`src/rtl/opr_pkg.sv`:
```
package opr_pkg;
    localparam int WORD_W = 12;
    localparam int OP_W   = 9;
    localparam int PAIR_W = WORD_W + 1;

    typedef logic [WORD_W-1:0] word_t;
    typedef logic [PAIR_W-1:0] pair_t;

    typedef struct packed {
        logic zero_acc;
        logic zero_lnk;
        logic inv_acc;
        logic inv_lnk;
        logic rot_r;
        logic rot_l;
        logic dbl;
        logic inc;
    } g1_ctl_t;

    typedef struct packed {
        logic zero_acc;
        logic t_sign;
        logic t_zero;
        logic t_link;
        logic all_sense;
        logic or_sw;
        logic stop;
    } g2_ctl_t;

    typedef struct packed {
        word_t acc;
        logic  link;
        logic  skip;
        logic  halt;
    } opr_res_t;

    function automatic g1_ctl_t decode_g1(input logic [7:0] b);
        g1_ctl_t c;
        c.zero_acc = b[7];
        c.zero_lnk = b[6];
        c.inv_acc  = b[5];
        c.inv_lnk  = b[4];
        c.rot_r    = b[3];
        c.rot_l    = b[2];
        c.dbl      = b[1];
        c.inc      = b[0];
        return c;
    endfunction

    function automatic g2_ctl_t decode_g2(input logic [7:1] b);
        g2_ctl_t c;
        c.zero_acc  = b[7];
        c.t_sign    = b[6];
        c.t_zero    = b[5];
        c.t_link    = b[4];
        c.all_sense = b[3];
        c.or_sw     = b[2];
        c.stop      = b[1];
        return c;
    endfunction

    function automatic pair_t rotl1(input pair_t v);
        return {v[PAIR_W-2:0], v[PAIR_W-1]};
    endfunction

    function automatic pair_t rotr1(input pair_t v);
        return {v[0], v[PAIR_W-1:1]};
    endfunction
endpackage

```
`src/rtl/opr_grp1.sv`:
```
module opr_grp1
    import opr_pkg::*;
(
    input  g1_ctl_t ctl,
    input  word_t   acc_i,
    input  logic    link_i,
    output word_t   acc_o,
    output logic    link_o
);
    localparam int MAX_STEPS = 2;

    pair_t stage_clr;
    pair_t stage_inv;
    pair_t stage_inc;
    pair_t rot_chain_l [MAX_STEPS+1];
    pair_t rot_chain_r [MAX_STEPS+1];
    pair_t stage_rot;
    logic  do_rot;

    always_comb begin
        stage_clr = {ctl.zero_lnk ? 1'b0 : link_i,
                     ctl.zero_acc ? '0 : acc_i};
        stage_inv = stage_clr ^ {ctl.inv_lnk, {WORD_W{ctl.inv_acc}}};
        stage_inc = stage_inv + pair_t'(ctl.inc);
    end

    assign rot_chain_l[0] = stage_inc;
    assign rot_chain_r[0] = stage_inc;

    generate
        for (genvar s = 0; s < MAX_STEPS; s++) begin : g_rot
            assign rot_chain_l[s+1] = rotl1(rot_chain_l[s]);
            assign rot_chain_r[s+1] = rotr1(rot_chain_r[s]);
        end
    endgenerate

    assign do_rot = ctl.rot_l ^ ctl.rot_r;

    always_comb begin
        if (!do_rot)
            stage_rot = stage_inc;
        else if (ctl.rot_l)
            stage_rot = ctl.dbl ? rot_chain_l[2] : rot_chain_l[1];
        else
            stage_rot = ctl.dbl ? rot_chain_r[2] : rot_chain_r[1];
    end

    assign acc_o  = stage_rot[WORD_W-1:0];
    assign link_o = stage_rot[WORD_W];
endmodule

```
`src/rtl/opr_grp2.sv`:
```
module opr_grp2
    import opr_pkg::*;
(
    input  g2_ctl_t ctl,
    input  word_t   acc_i,
    input  logic    link_i,
    input  word_t   sw_i,
    output word_t   acc_o,
    output logic    skip_o,
    output logic    halt_o
);
    logic is_neg;
    logic is_zero;
    logic any_hit;
    logic all_hit;
    word_t cleared;

    always_comb begin
        is_neg  = acc_i[WORD_W-1];
        is_zero = (acc_i == '0);
        any_hit = (ctl.t_sign & is_neg) | (ctl.t_zero & is_zero) | (ctl.t_link & link_i);
        all_hit = (~ctl.t_sign | ~is_neg) & (~ctl.t_zero | ~is_zero) & (~ctl.t_link | ~link_i);
        skip_o  = ctl.all_sense ? all_hit : any_hit;
        cleared = ctl.zero_acc ? '0 : acc_i;
        acc_o   = cleared | (ctl.or_sw ? sw_i : '0);
        halt_o  = ctl.stop;
    end
endmodule

```
`src/rtl/opr_unit.sv`:
```
module opr_unit
    import opr_pkg::*;
(
    input  logic        clk,
    input  logic        rst,
    input  logic        issue,
    input  logic [8:0]  op_bits,
    input  logic [11:0] acc_in,
    input  logic        link_in,
    input  logic [11:0] switches,
    output logic        done,
    output logic [11:0] acc_out,
    output logic        link_out,
    output logic        skip,
    output logic        halt
);
    g1_ctl_t  c1;
    g2_ctl_t  c2;
    word_t    g1_acc;
    logic     g1_link;
    word_t    g2_acc;
    logic     g2_skip;
    logic     g2_halt;
    opr_res_t res_d;
    opr_res_t res_q;
    logic     done_q;
    logic     grp2_q;

    assign c1 = decode_g1(op_bits[7:0]);
    assign c2 = decode_g2(op_bits[7:1]);

    opr_grp1 u_grp1 (
        .ctl    (c1),
        .acc_i  (acc_in),
        .link_i (link_in),
        .acc_o  (g1_acc),
        .link_o (g1_link)
    );

    opr_grp2 u_grp2 (
        .ctl    (c2),
        .acc_i  (acc_in),
        .link_i (link_in),
        .sw_i   (switches),
        .acc_o  (g2_acc),
        .skip_o (g2_skip),
        .halt_o (g2_halt)
    );

    always_comb begin
        if (op_bits[8])
            res_d = '{acc: g2_acc, link: link_in, skip: g2_skip, halt: g2_halt};
        else
            res_d = '{acc: g1_acc, link: g1_link, skip: 1'b0, halt: 1'b0};
    end

    always_ff @(posedge clk) begin
        if (rst) begin
            res_q  <= '0;
            done_q <= 1'b0;
            grp2_q <= 1'b0;
        end else begin
            done_q <= issue;
            if (issue) begin
                res_q  <= res_d;
                grp2_q <= op_bits[8];
            end
        end
    end

    assign done     = done_q;
    assign acc_out  = res_q.acc;
    assign link_out = res_q.link;
    assign skip     = res_q.skip;
    assign halt     = res_q.halt;

    AST_DONE_AFTER_ISSUE: assert property (@(posedge clk) disable iff (rst)
        issue |=> done);
    AST_DONE_DROPS: assert property (@(posedge clk) disable iff (rst)
        !issue |=> !done);
    AST_G1_QUIET: assert property (@(posedge clk) disable iff (rst)
        (done && !grp2_q) |-> (!skip && !halt));
    AST_G2_LINK_KEPT: assert property (@(posedge clk) disable iff (rst)
        (issue && op_bits[8]) |=> (link_out == $past(link_in)));
    AST_NOP_HOLDS: assert property (@(posedge clk) disable iff (rst)
        (issue && op_bits == 9'd0) |=> (acc_out == $past(acc_in) && link_out == $past(link_in)));
    AST_HALT_REQ: assert property (@(posedge clk) disable iff (rst)
        (issue && op_bits[8] && op_bits[1]) |=> halt);
    AST_LOAD_SWITCHES: assert property (@(posedge clk) disable iff (rst)
        (issue && op_bits[8] && op_bits[7] && op_bits[2]) |=> (acc_out == $past(switches)));
    AST_AND_EMPTY_SKIPS: assert property (@(posedge clk) disable iff (rst)
        (issue && op_bits[8] && op_bits[3] && op_bits[6:4] == 3'b000) |=> skip);
endmodule

```
`config.mk`:
```
export PLATFORM = sky130hd
export DESIGN_NAME = opr_unit
export DESIGN_NICKNAME = d
export VERILOG_FILES = /design/src/rtl/opr_pkg.sv /design/src/rtl/opr_grp1.sv /design/src/rtl/opr_grp2.sv /design/src/rtl/opr_unit.sv
export SDC_FILE = /design/constraint.sdc
export NUM_CORES = 1
export LEC_CHECK = 0
export CAP_MARGIN = 30
export CORE_ASPECT_RATIO = 0.8
export CORE_MARGIN = 5
export CORE_UTILIZATION = 38
export DETAILED_ROUTE_END_ITERATION = 16
export DONT_BUFFER_PORTS = 1
export HOLD_SLACK_MARGIN = 0.15
export PLACE_DENSITY = 0.59
export SKIP_CTS_REPAIR_TIMING = 1
export SYNTH_ARGS = -nofsm -noshare
export SYNTH_HDL_FRONTEND = slang
export SYNTH_HIERARCHICAL = 1
export SYNTH_SLANG_ARGS = --single-unit
```
`constraint.sdc`:
```
create_clock -name clk -period 4.44 [get_ports clk]
set_input_delay 0.666 -clock clk [delete_from_list [all_inputs] [get_ports clk]]
set_output_delay 0.666 -clock clk [all_outputs]
set_load 0.02 [all_outputs]
```
## Word-level counts from Yosys, hierarchy flattened

Cells that the tools add are included.
Widths: inputs -> output; s select.

- Bits in registers: 16
- Input bits: 37
- Output and inout bits: 16
- Logic and storage cells: 35

- Add/subtract/negate cells: 1
- Mux-type cells: 9
- Bitwise logic cells: 19
- Reduce and logical (&&, ||, !) cells: 1

Operator list:

| operator | count |
|---|---|
| $mux 13 | 4 |
| $mux 12 | 2 |
| $mux 15 | 1 |
| $add 13x1->13 | 1 |
| $xor 13x13->13 | 1 |
| $logic_not 12->1 | 1 |
| $or 12x12->12 | 1 |
| $not 1->1 | 6 |
| $and 1x1->1 | 5 |
| $or 1x1->1 | 5 |
| $mux 1 | 2 |
| $xor 1x1->1 | 1 |

## Longest topological paths before layout

- Word-level depth: 7
- Mapped depth: 15
- Gate-level depth less buffers: 13

## Cells and area by module

The synthesis kept the hierarchy.

Modules (own cells, without submodules):

| module | instances | cells each | area an instance (µm²) | seq. area each (µm²) |
|---|---|---|---|---|
| opr_grp1 | 1 | 216 | 1355.0 | 0.0 |
| opr_unit | 1 | 68 | 684.4 | 320.3 |
| opr_grp2 | 1 | 49 | 267.8 | 0.0 |

## Least setup slack after synthesis

Ideal clock, no wire load.

- Path kind: input-to-reg
- From: input op_bits[7]
- To: register res_q, in the netlist acc_out[11]
- Library setup time: 86 ps
- Arrival: 3263 ps
- Slack: 1092 ps
- Cell stages on the path: 15
- Path through: buf_2 buf_1 nor2b_1 xnor2_1 ha_1 ha_1 and2_1 a22oi_1 a2111oi_2 xnor2_1 nand2_1 a31oi_1 a21boi_1 mux2i_1 a211oi_1

- Word-level cells in the longest chain between the ends: 7
- Elaborated cells on any way between the ends: 9
- Those cells by class: 1 x add/sub; 6 x mux; 2 x bitwise

RTL lines:

| item | line | source |
|---|---|---|
| start, declared | opr_unit.sv:7 | `input logic [8:0] op_bits,` |
| $mux 12 (*) | opr_grp1.sv:22 | `ctl.zero_acc ? '0 : acc_i};` |
| $xor 13x13->13 (*) | opr_grp1.sv:23 | `stage_inv = stage_clr ^ {ctl.inv_lnk, {WORD_W{ctl.inv_acc}}};` |
| $add 13x1->13 (*) | opr_grp1.sv:24 | `stage_inc = stage_inv + pair_t'(ctl.inc);` |
| $mux 13, on equally long branches | opr_grp1.sv:45, opr_grp1.sv:43 |  |
| $mux 13 | opr_grp1.sv:42 | `else if (ctl.rot_l)` |
| $mux 13 (*) | opr_grp1.sv:40 | `if (!do_rot)` |
| via g1_acc[11] | opr_unit.sv:19 | `word_t g1_acc;` |
| $mux 15 (*) | opr_unit.sv:51 | `if (op_bits[8])` |
| end signal, assigned | opr_unit.sv:65 | `res_q <= res_d;` |
| end, declared | opr_unit.sv:25 | `opr_res_t res_q;` |

Mark *: on every way through the listed nets, which the timed path passes. The rest lies on a longest branch.
A chain may end at the register's enable or synchronous reset.

## Final worst setup path

- From: input op_bits[5]
- To: register res_q, in the netlist acc_out[11]

- Word-level cells in the longest chain between the ends: 6
- Elaborated cells on any way between the ends: 7
- Those cells by class: 1 x add/sub; 5 x mux; 1 x bitwise

RTL lines:

| item | line |
|---|---|
| $xor 13x13->13 (*) | opr_grp1.sv:23 |
| $add 13x1->13 (*) | opr_grp1.sv:24 |
| $mux 13, on equally long branches | opr_grp1.sv:45, opr_grp1.sv:43 |
| $mux 13 | opr_grp1.sv:42 |
| $mux 13 (*) | opr_grp1.sv:40 |
| via g1_acc[11] | opr_unit.sv:19 |
| $mux 15 (*) | opr_unit.sv:51 |

Marked as above.

==> results.yml <==
routing:
  via_count: 2407
  drt_pass1_iterations: 5
  drtAntennaViolNets: 0
  wl_per_cell_um: 18.5
  drc: 0
  initialDrtViolationCount: 262
  viasPerCell: 6.14
  drt_wl_total_um: 7250
worst_setup_path:
  crit_type: "in2reg"
  cp-start-kind: "primary input"
  crit_fanout: 25
  crit_path_end_kind: "flip-flop"
  cp.arrival_ns: 3.49
  worstPathRequired_ns: 4.60
timing:
  final_max_slew_viol_count: 0
  rsz0062_at_grt: "false"
  timing.final.crit_share_pct: 75.0
  hold_violations: 0
  max_freq_ghz: 0.300
  finalSetupViolations: 0
  maxSlewHeadroom_pct: 56.9
  worst_slack_ns: 1.11
  worst_slew_pin_slew_ns: 0.642
  finClkSkew_ns: 0
  period_needed_ns: 3.33
  setup_tns_ns: 0
clock_tree:
  cts_buffers: 3
  clk_pin_slew_ns: 0.06
  htree_levels: 1
  clock_latency_ns: 0.24
  clk_path_buf_depth: 2
  cts_root_buf: "clkbuf_8"
  cts.sinks: 16
  cts_tree: "built"
finish:
  nets: 351
  fillers: 628
  diodes: 0
  layout-drive-gt1-share_pct: 5.79
  seqCellArea_um2: 320
  area_delta_synth_final_pct: 0.542
  multi_input_area_um2: 1760
synth:
  synth_area_leaders: "dfxtp_1 (14%), mux2i_1 (7.8%), a211oi_1 (7.2%)"
  ys_top_cells_by_count: "nand2_1 (32), nor2_1 (32), o21ai_0 (28), a21oi_1 (24), a211oi_1 (22)"
  syn_nets: 372
  syn_area_per_cell_um2: 6.93
  yosysTopAreaCell: "dfxtp_1"
  ys.flop_type: "dfxtp_1"
  synthArstFlopShare_pct: 0
  yosysWarnings: 6
  synthesis.area_um2: 2310
  synth_cell_types: 62
  yosysSeqAreaShare_pct: 13.9
  synth_cells: 333
  synth_top_cell_area_share_pct: 13.9
  synth_edf_count: 0
  ys_ff_latch: 16
floorplan:
  die_w_um: 97.1
  pin_count: 53
  row_count: 25
  core-area_um2: 5910
  dieArea_um2: 7740
  die_h_um: 79.7
  start_util_pct: 39.0
placement:
  preCtsSetupSlack_ns: 0.915
  place_congestion: 0.933
  io_buffer_count: 0
  dp_hpwl_um: 5610
power_and_ir_drop:
  powerDensity_nw_per_um2: 214
  power_leakage_nw: 0.861
  ir_drop_mv: 0.0804
global_routing:
  gr-total-overflow: 0
  grt_pass1_wl_um: 11900
  grt_pass1_vias: 2182
  grt_start_max_net_pins: 36
  antenna_found_initial: 0
  grtUsageTotal_pct: 18.6
worst_hold_path:
  min_path_type: "in2reg"
outcome:
  status: "completed"
flow_run:
  drv_cap: 0
## layout by cell type (no fill, tap or decap), drive strengths merged, types with 2 or more instances in the layout
cell / synthesis / final
clkbuf: 12 / 4
o221ai: 2 / 2
o32a: 2 / 2
nand4: 2 / 2
inv: 21 / 21
mux2i: 18 / 18
o22ai: 2 / 2
a22o: 2 / 2
a31oi: 4 / 4
dfxtp: 16 / 16
nand3: 9 / 9
or3: 2 / 2
nor4b: 3 / 3
o31ai: 3 / 3
nor3: 7 / 7
a221oi: 2 / 2
nor2b: 10 / 10
xor2: 3 / 3
a22oi: 3 / 3
o211ai: 4 / 4
and2: 5 / 5
o21a: 2 / 2
a2111oi: 2 / 2
nand2: 32 / 32
nor4: 3 / 3
nand2b: 7 / 7
a211oi: 24 / 24
nor2: 32 / 32
ha: 2 / 2
a21oi: 24 / 24
a211o: 2 / 2
xnor2: 13 / 13
o21ai: 30 / 30
## cell type report
cell class	instances	area share [%]
clock buffers	4	2.37
inverters	21	3.40
multi-input cells	270	76.1
flip-flops and latches	16	13.8
well taps	81	4.37
## logic make-up (layout without fill, tap and decap cells)
logic type / Yosys count / after routing / share of synthesized area, %
DFF: 16 / 16 / 13.9
and+or+nand+nor: 119 / 119 / 27.7
buffers and inverters: 47 / 25 / 9.65
adders and majority gates: 2 / 2 / 1.08
xor gates and xnor gates: 16 / 16 / 6.07
AOI/OAI and AO/OA: 115 / 115 / 33.8
muxes: 18 / 18 / 7.81
## sequential cells by signal, indices dropped and copies added (netlist names)
register	count
acc_out	12
done	1
halt	1
link_out	1
skip	1
## path summary, 6_finish.rpt
path / start / to / slack, ns / cells after the start
worst max-delay path: op_bits[5] / acc_out[11] / 1.11 / 13
worst min-delay path: rst / halt / 0.48 / 1
worst max register to register: acc_out[2] / acc_out[2] / 3.61 / 2
worst min register to register: halt / halt / 0.57 / 2
## where the power goes
group	leakage (nW)	internal (mW)	switching, mW
registers	0.133	0.155	0.0212
clock network	0.0288	0.0785	0.0466
logic	0.700	0.0851	0.109
total	0.861	0.319	0.177
## routing by layer
metal  global-route usage, %  wire length (um)  vias to the layer above
met4                    1.82                46                        0
met5                       0                 0                        -
li1                        -                 -                     1164
met3                    4.19               725                        2
met2                    27.6              3030                      125
met1                    28.1              3450                     1116
## per-stage QoR
step	std cells	total power, mW	hold slack, ns	instance area [um^2]	util (%)
2_1_floorplan	333	0.358	0.543	2310	-
3_3_place_gp	388	0.370	0.558	2260	38.3
3_5_place_dp	388	0.370	0.564	2260	38.3
4_1_cts	392	0.497	0.478	2320	39.2
5_1_grt	392	0.531	0.467	2320	39.2
6_report	392	0.496	0.485	2320	39.2
## worst max-delay path, stage by stage
cell	delay, ns
inv_2	0.13
xnor2_1	0.14
ha_1	0.38
ha_1	0.39
and2_1	0.17
a22oi_1	0.11
a2111oi_2	0.46
xnor2_1	0.28
nand2_1	0.13
a31oi_1	0.14
a21boi_1	0.18
mux2i_1	0.09
a211oi_1	0.22
Power figures use the tool's default switching activity.
